## src/rtl/pwm_dual_osc.sv

```systemverilog
module pwm_dual_osc #(
  parameter int ACC_W = 8
) (
  input  logic             clk,
  input  logic             rst_n,
  input  logic             enable,
  input  logic [ACC_W-1:0] step,
  input  logic [ACC_W-1:0] phase,
  input  logic             invert,
  output logic             pwm_out
);
  localparam int MSB = ACC_W - 1;
  localparam logic [ACC_W-1:0] HALF = ACC_W'(1) << MSB;

  logic [ACC_W-1:0] acc_a, acc_b, off_q, a_next;
  logic             inv_q, run, a_rise;

  assign a_next = acc_a + step;
  assign a_rise = ~acc_a[MSB] & a_next[MSB];

  always_ff @(posedge clk) begin
    if (!rst_n) begin
      run   <= 1'b0;
      acc_a <= '0;
      acc_b <= '0;
      off_q <= '0;
      inv_q <= 1'b0;
    end else if (!enable) begin
      run   <= 1'b0;
      acc_a <= '0;
      acc_b <= phase;
      off_q <= phase;
      inv_q <= invert;
    end else if (!run) begin
      run <= 1'b1;
    end else if (a_rise) begin
      acc_a <= a_next;
      acc_b <= a_next + phase;
      off_q <= phase;
      inv_q <= invert;
    end else begin
      acc_a <= a_next;
      acc_b <= acc_b + step;
    end
  end

  assign pwm_out = run & ((acc_a[MSB] | acc_b[MSB]) ^ inv_q);

  assert_idle_low_R2: assert property (@(posedge clk) disable iff (!rst_n)
    !$past(enable) |-> !pwm_out);

  assert_step_R3: assert property (@(posedge clk) disable iff (!rst_n)
    (run && $past(run)) |-> acc_a == ACC_W'($past(acc_a) + $past(step)));

  assert_gap_R4: assert property (@(posedge clk) disable iff (!rst_n)
    run |-> ACC_W'(acc_b - acc_a) == off_q);

  assert_full_high_R6: assert property (@(posedge clk) disable iff (!rst_n)
    (run && !inv_q && off_q == HALF) |-> pwm_out);

  assert_hold_R7: assert property (@(posedge clk) disable iff (!rst_n)
    (run && $past(run) && !$past(a_rise)) |-> ($stable(inv_q) && $stable(off_q)));
endmodule

```

## config.mk

```make
export PLATFORM = sky130hd
export DESIGN_NAME = pwm_dual_osc
export DESIGN_NICKNAME = d
export VERILOG_FILES = /design/src/rtl/pwm_dual_osc.sv
export SDC_FILE = /design/constraint.sdc
export NUM_CORES = 1
export LEC_CHECK = 0
export CAP_MARGIN = 5
export CORE_ASPECT_RATIO = 1.5
export CORE_MARGIN = 3
export CORE_UTILIZATION = 30
export CTS_CLUSTER_SIZE = 40
export DETAILED_ROUTE_END_ITERATION = 16
export MAX_ROUTING_LAYER = met4
export PLACE_DENSITY = 0.49
export RECOVER_POWER = 50
export SETUP_SLACK_MARGIN = 0.05
export SKIP_LAST_GASP = 1
export SYNTH_ARGS = -nofsm -noshare
export SYNTH_HDL_FRONTEND = slang
export SYNTH_SLANG_ARGS = --single-unit
```

## constraint.sdc

```tcl
create_clock -name clk -period 6.75 [get_ports clk]
set_clock_uncertainty 0.05 [all_clocks]
set_input_delay 2.025 -clock clk [delete_from_list [all_inputs] [get_ports clk]]
set_output_delay 2.025 -clock clk [all_outputs]
set_load 0.02 [all_outputs]
```

* Yosys cells after proc, flatten, opt, wreduce, memory -nomap -nowiden *
Index checks and enable logic that the tools add are counted.

operators by class
  add/sub/neg operators = 3
  multiply operators = 0
  divide/modulo/power cells = 0
  $lt $le $gt $ge = 0
  equal/unequal tests = 2
  shift-type cells = 0
  mux-type cells = 7
  bitwise operators = 5
  reduce and logical (&&, ||, !) cells = 2

operators with widths
  operator                                                                  count
  8-bit adder                                                               3
  8-bit two-way mux                                                         3
  1-bit two-way mux                                                         4
  2-bit by 1-bit inequality test with 1-bit output (second input constant)  2
  2-bit AND reduction                                                       2
  1-bit bitwise AND                                                         2
  1-bit NOT                                                                 1
  1-bit bitwise OR                                                          1
  1-bit XOR                                                                 1

storage, ports and cells
  register bits after elaboration = 18
  bits in latches = 0
  RAM bits = 0
  memory bits (read-only) = 0
  input port bits = 20
  word-level logic and storage cells = 23
  memories = 0

* Longest topological paths before layout *
Gate-level depths: netlist of the first run.

  depth in word-level cells = 5
  gate-level depth with buffers = 16
  depth with buffers taken out = 16

* Least setup slack after synthesis of the first run *
No wires, ideal clock.

  kind = input-to-reg
  from = input port step[0]
  to = register acc_b[6]
  setup time = 0.087 ns
  arrival = 4.422 ns
  required time = 6.613 ns
  path slack = 2.191 ns
  cell stages on the path = 14
  buffers on the path = 0
  path through = ha_1 -> inv_1 -> fa_1 -> nor2b_1 -> o21ai_0 -> a21boi_0 -> nor2_1 -> ha_1 -> and2_1 -> a221o_1 -> a21oi_1 -> xnor2_1 -> nor2_1 -> o31ai_1

on the way
  word-level cells in the longest chain between the ends = 5
  elaborated cells between the ends (all ways) = 7

ends and longest elaborated chain
  item                  RTL line  source
  start, declared       7         input logic [ACC_W-1:0] step,
  8-bit adder           18        assign a_next = acc_a + step;
  net a_next[4]         15        logic [ACC_W-1:0] acc_a, acc_b, off_q, a_next;
  8-bit adder           38        acc_b <= a_next + phase;
  8-bit two-way mux     36        end else if (a_rise) begin
  8-bit two-way mux     34        end else if (!run) begin
  8-bit two-way mux     28        end else if (!enable) begin
  end signal, assigned  31        acc_b <= phase;
  end signal, assigned  38
  end signal, assigned  43        acc_b <= acc_b + step;
  end, declared         15

The timed path passes the listed nets, and every way through them passes these cells. The select of a mux whose other input is x is not followed.
A chain may end at the register's enable or synchronous reset.

* Worst setup path after layout of the first run *
Same ends and word-level chain as after synthesis.

==> results.tsv, run 1 <==
metric	value	unit
status	complete, no violations	
cp-start-kind	input port	
grt_pass1_vias	1398	
clkLatencyLatePin	250	ps
reg2reg_slack	3690	ps
area_growth	15.66	%
p_switching	0.1048	mW
drv_cap	0	
ys_warn_count	0	
setup-tns-final	0	ps
maxSlewViolCount	0	
fmaxAchievable	196.9	MHz
critPathArrivalTime	5200	ps
first_iter_violations	51	
cts-htree-levels	1	
cts_hold_buf	0	
synth_nets	248	
fin_crit	5079	ps
ir_drop	72.01	uV
hold_path.class	reg2reg	
synthCells	203	
drc	0	
fin_nets	267	
p_per_area	164.8	nW/um2
cts.sinks	18	
dp_hpwl	3312	um
timing.rr.start	acc_a[0]	
path_clk_slew	70	ps
gp_congestion	0.7444	
fin_crit_sh	0.7524	
avgRoutedWirePerCell	14.16	um
r2r-end	acc_b[6]	
grtUsageMet3	0.01356	
reg2reg_depth	14	
cts_buffer_depth	2	
cp-end-kind	register	
first_pass_iters	5	
synth_cell_type_count	41	
p_leak	0.8312	nW
die_h	99.12	um
die_area	6748	um2
mostFrequentLayoutCells	ha_1, nor2_1, dfxtp_1	
grt_usage	0.1379	
globalRouteMet1Util	0.1678	
io_buffers	20	
core.rowCount	33	
syn_area_per_cell	8.543	um2
cp_data_required_time	6870	ps
slew_headroom	0.5388	
grt_setup_unrepaired	false	
cts_tree	built	
seq_area_frac_synth	0.2078	
setup_viol	0	
post_cts_buffers	0	
globalRoute.totalOverflow	0	
post-route-util	0.3625	
ys_seq_elements	18	
cts_root_buf	clkbuf_8	
postRouteAntennaNets	0	
antennaDiodeCount	0	
vias	1443	
pin_count	21	
core	5533	um2
switching_share	0.3171	
drive_gt1_frac	0.06787	
final_common_cell	ha_1	
p_seq_frac	0.353	
grt_pass1_wl	6803	um
synthesis.area	1734	um2
internal_power	0.2258	mW
hold_end	inv_q	
hold_start	inv_q	
use_met2	0.2392	
viasPerCell	4.959	
grt_max_degree	19	
pwr-share-comb	0.373	
worst_slew_pin_slew	689.5	ps
cts_resized	0	
min_path_cells	2	
power.share.clock	0.274	
top_usage_layer	met2	
setup.worst_path.class	in2reg	
start_util	0.3134	
antenna_found_initial	0	
cts_buffers	3	
cp_max_fo	6	
die_x	68.08	um
totalWireLength	4122	um
finalHoldViolations	0	
layer usage:
layer	vias to the layer above	share of wire
met4	0	0.0066
met3	2	0.023
met5	-	0
li1	763	-
met2	14	0.54
met1	664	0.43
per-stage QoR:
stage,hold WS (ps),power (mW),cell area (um2),instances,setup slack (ps)
2_1_floorplan,399.7,0.2135,1734,203,2191
3_3_place_gp,407.2,0.2454,1961,287,1491
3_5_place_dp,419.7,0.2455,1961,287,1453
4_1_cts,430.8,0.3395,2016,291,1720
5_1_grt,470.3,0.3568,2006,291,1340
6_report,421.0,0.3306,2006,291,1671
critical path: stages:
cell	delay, ps
dlygate4sd3_1	560
ha_1	200
inv_1	60
fa_1	390
nor2b_1	110
o21ai_0	100
a21boi_0	240
nor2_1	110
ha_1	360
and2_1	180
a221o_1	290
a21oi_1	170
xnor2_1	130
nor2_1	50
o31ai_1	220
Yosys cell counts (all sizes together):
| library cell | n | area [um2] |
|---|---|---|
| ha | 22 | 275.3 |
| nor2 | 19 | 71.32 |
| dfxtp | 18 | 360.4 |
| nand2 | 15 | 56.30 |
| inv | 13 | 48.80 |
| mux2i | 13 | 130.1 |
| o21ai | 12 | 60.05 |
| xnor2 | 12 | 105.1 |
| a21oi | 10 | 50.05 |
| nor2b | 10 | 62.56 |
| a31o | 7 | 61.31 |
| nand3 | 6 | 30.03 |
| o211ai | 6 | 45.04 |
| xor2 | 4 | 35.03 |
| buf | 3 | 33.78 |
| fa | 3 | 60.06 |
| o21a | 3 | 22.52 |
| o31ai | 3 | 22.52 |
| a211oi | 2 | 20.02 |
| a21o | 2 | 15.01 |
| and2 | 2 | 13.77 |
| and3 | 2 | 18.77 |
| clkbuf | 2 | 17.51 |
| o41ai | 2 | 17.52 |
| or3 | 2 | 17.52 |
| a21boi | 1 | 7.510 |
| a221o | 1 | 10.01 |
| dlygate4sd3 | 1 | 10.01 |
| nand2b | 1 | 6.260 |
| nor3 | 1 | 5.000 |
| nor3b | 1 | 7.510 |
| o21bai | 1 | 7.510 |
| o31a | 1 | 8.760 |
| o41a | 1 | 11.26 |
| or4b | 1 | 10.01 |
power by group through the flow:
stage	Combinational, mW	Sequential [mW]	Clock [mW]
6_report	0.123	0.117	0.0905
2_1_floorplan	0.0962	0.117	0
3_5_place_dp	0.126	0.119	0
3_3_place_gp	0.126	0.119	0
5_1_grt	0.140	0.118	0.0993
4_1_cts	0.127	0.117	0.0959
registers in the layout, indices dropped and copies added, names as in the netlist:
| name | count |
|---|---|
| acc_b | 8 |
| run | 1 |
| inv_q | 1 |
| acc_a | 8 |
worst max-delay path by stage:
| stage | cells after the start | slack, ps | endpoint | startpoint |
|---|---|---|---|---|
| after floorplan | 14 | 2190 | acc_b[6] | step[0] |
| after global placement | 15 | 1490 | acc_b[6] | step[0] |
| after detailed placement | 15 | 1450 | acc_b[7] | step[0] |
| after CTS | 15 | 1720 | acc_b[7] | step[0] |
| after global routing | 15 | 1340 | acc_b[7] | step[0] |
| final | 15 | 1670 | acc_b[6] | step[0] |
layout make-up:
type | instances | area [um2]
Multi-Input combinational cell | 166 | 1254
Clock buffer | 4 | 55.05
Inverter | 13 | 48.80
Fill cell | 624 | 3527
Timing Repair Buffer | 20 | 200.2
Tap cell | 70 | 87.58
Sequential cell | 18 | 360.3
kinds of logic (layout without fill, tap and decap cells):
kind of cell / after synthesis / count (layout) / synth area share
and+or+nand+nor: 60 / 60 / 0.1724
AOI/OAI and AO/OA: 52 / 52 / 0.2071
adders and majority gates: 25 / 25 / 0.1934
buffers and inverters: 19 / 37 / 0.06349
DFF: 18 / 18 / 0.2078
xor gates and xnor gates: 16 / 16 / 0.08081
muxes: 13 / 13 / 0.07503
No activity file was read; power rests on OpenSTA's default activity.
==> run 2: changes to the inputs <==
- clock period: 6.75 -> 4.85 ns (I/O delays scaled with it)
==> run 2 against run 1 <==
Critical path type unchanged. Critical path depth stayed put. Clock power increased by 43%. Global-route usage shrank 0.30 points. Sequential share of layout area is 0.10 points lower. Routed wire length decreased by 0.61%. Sequential cell count unchanged. Worst hold slack gained 3.2 ps. Combinational power grew 41%. Sequential power is 39% higher. Largest power group unchanged. Core utilization up 0.20 points. Via count is 0.35% lower. Final area is 0.56% higher.
==> results.tsv, run 2 (synthesis gave the netlist of run 1 again) <==
metric	value	unit	change
status	complete, no violations		
viasPerCell	4.908		-1.0%
slew_headroom	0.5499		+0.01107
cts_tree	built		
cts_buffer_depth	2		unchanged
first_pass_iters	4		-1
reg_top3	acc_a: 8 flops, acc_b: 8 flops		
setup_viol	0		unchanged
cts.sinks	18		unchanged
fmaxAchievable	221.3	MHz	
cts_resized	0		unchanged
cts_root_buf	clkbuf_8		
worst_slew_pin_slew	666.5	ps	-23.04 ps
die_area	6748	um2	unchanged
drv_cap	0		unchanged
fin_crit	4519	ps	
antenna_found_initial	0		unchanged
die_x	68.08	um	unchanged
cp_max_fo	3		-3
cp-start-kind	input port		
grt_max_degree	19		unchanged
dp_hpwl	3291	um	-0.64%
core.rowCount	33		unchanged
cts_buffers	3		unchanged
drive_gt1_frac	0.07623		+0.008360
setup.worst_path.class	in2reg		
drc	0		unchanged
finalHoldViolations	0		unchanged
final_common_cell	ha_1		
post_cts_buffers	0		unchanged
place_area	1976	um2	+0.77%
ir_drop	90.85	uV	+26%
grt_pass1_wl	6637	um	-2.4%
grt_setup_unrepaired	false		
vias	1438		-0.35%
cp_data_required_time	4980	ps	-1890 ps
fin_crit_sh	0.9317		
antennaDiodeCount	0		unchanged
totalWireLength	4097	um	-0.61%
grt_usage	0.1349		-0.002982
layout_setup_ws	331.4	ps	-1340 ps
p_per_area	231.0	nW/um2	+40%
cts-htree-levels	1		unchanged
die_h	99.12	um	unchanged
post-route-util	0.3645		+0.002035
postRouteAntennaNets	0		unchanged
dp_slack	19.35	ps	-1433 ps
fill_cells	602		-3.5%
globalRoute.totalOverflow	0		unchanged
core	5533	um2	unchanged
multi_input_area	1250	um2	-0.30%
area_growth	16.31	%	
fin_nets	269		+0.75%
clkLatencyLatePin	260	ps	about the same
avgRoutedWirePerCell	13.98	um	-1.3%
pin_count	21		unchanged
hold_path.class	reg2reg		
p_leak	0.8417	nW	+1.3%
gp_congestion	0.7541		+1.3%
io_buffers	20		unchanged
mostFrequentLayoutCells	ha_1, nor2_1, dfxtp_1, clkdlybuf4s50_1, nand2_1		
grt_pass1_vias	1444		+3.3%
setup-tns-final	0	ps	unchanged
path_clk_slew	70	ps	about the same
regArea	360.3	um2	unchanged
critPathArrivalTime	4650	ps	-550 ps
first_iter_violations	69		+35%
fin_area	2017	um2	+0.56%
start_util	0.3134		unchanged
maxSlewViolCount	0		unchanged
cts_hold_buf	0		unchanged
cp-end-kind	register		
[run 2: cell count changes in the layout (fill, tap and decap cells not counted)]
cell             previous run  this run
dlygate4sd3_1               3         2
and3_2                      1         2
buf_4                       0         2
and3_4                      1         0
clkdlybuf4s50_1            17        18
[run 2: area by class of cell]
cell class	instances	area share
Multi-Input combinational cell	166	0.6197
Sequential cell	18	0.1787
Timing Repair Buffer	22	0.1067
Tap cell	70	0.04342
Clock buffer	4	0.02730
Inverter	13	0.02419
[run 2: path summary, 6_finish.rpt]
path / start / end / slack, ps / depth (start not counted)
setup / recovery: step[1] / acc_b[7] / 330 / 15
hold / removal: inv_q / inv_q / 420 / 2
setup reg to reg: acc_a[0] / acc_b[7] / 1720 / 15
hold reg to reg: inv_q / inv_q / 420 / 2
[run 2: per-layer routing]
layer | up-vias | routed length [um] | GRT usage | part of all wire
li1 | 766 | - | - | -
met1 | 646 | 1706 | 0.1526 | 0.42
met2 | 19 | 2164 | 0.2355 | 0.53
met3 | 7 | 129 | 0.01808 | 0.031
met4 | 0 | 97 | 0.04747 | 0.024
met5 | - | 0 | - | 0
[run 2: where the power goes]
| group | internal, mW | leakage [nW] | switching [mW] |
|---|---|---|---|
| Combinational | 0.0888 | 0.665 | 0.0855 |
| Sequential | 0.156 | 0.148 | 0.00662 |
| Clock | 0.0723 | 0.0288 | 0.0568 |
| Total | 0.317 | 0.842 | 0.149 |
[run 2: worst max-delay path: stages]
cell           delay, ps
dlygate4sd3_1        590
inv_1                110
fa_1                 470
nor2b_1              110
o21ai_0              100
a21boi_0             260
o21ai_0              140
nor2b_1              170
xnor2_1              130
ha_1                 210
o41ai_1              410
buf_4                180
xnor2_1              100
mux2i_1               80
o21ai_0              150
[run 2: stage by stage]
stage / hold WS, ps / std cells / power, mW
floorplan: 399.7 / 203 / 0.2971
global placement: 407.0 / 289 / 0.3447
detailed placement: 417.8 / 289 / 0.3443
CTS: 428.0 / 293 / 0.4770
global route: 452.7 / 293 / 0.5010
finish: 424.3 / 293 / 0.4660
==> run 3: changes to the inputs <==
- HOLD_SLACK_MARGIN: unset -> 0.05
==> results of run 3 <==
The final DEF is identical to that of run 2; final timing and power are the same.
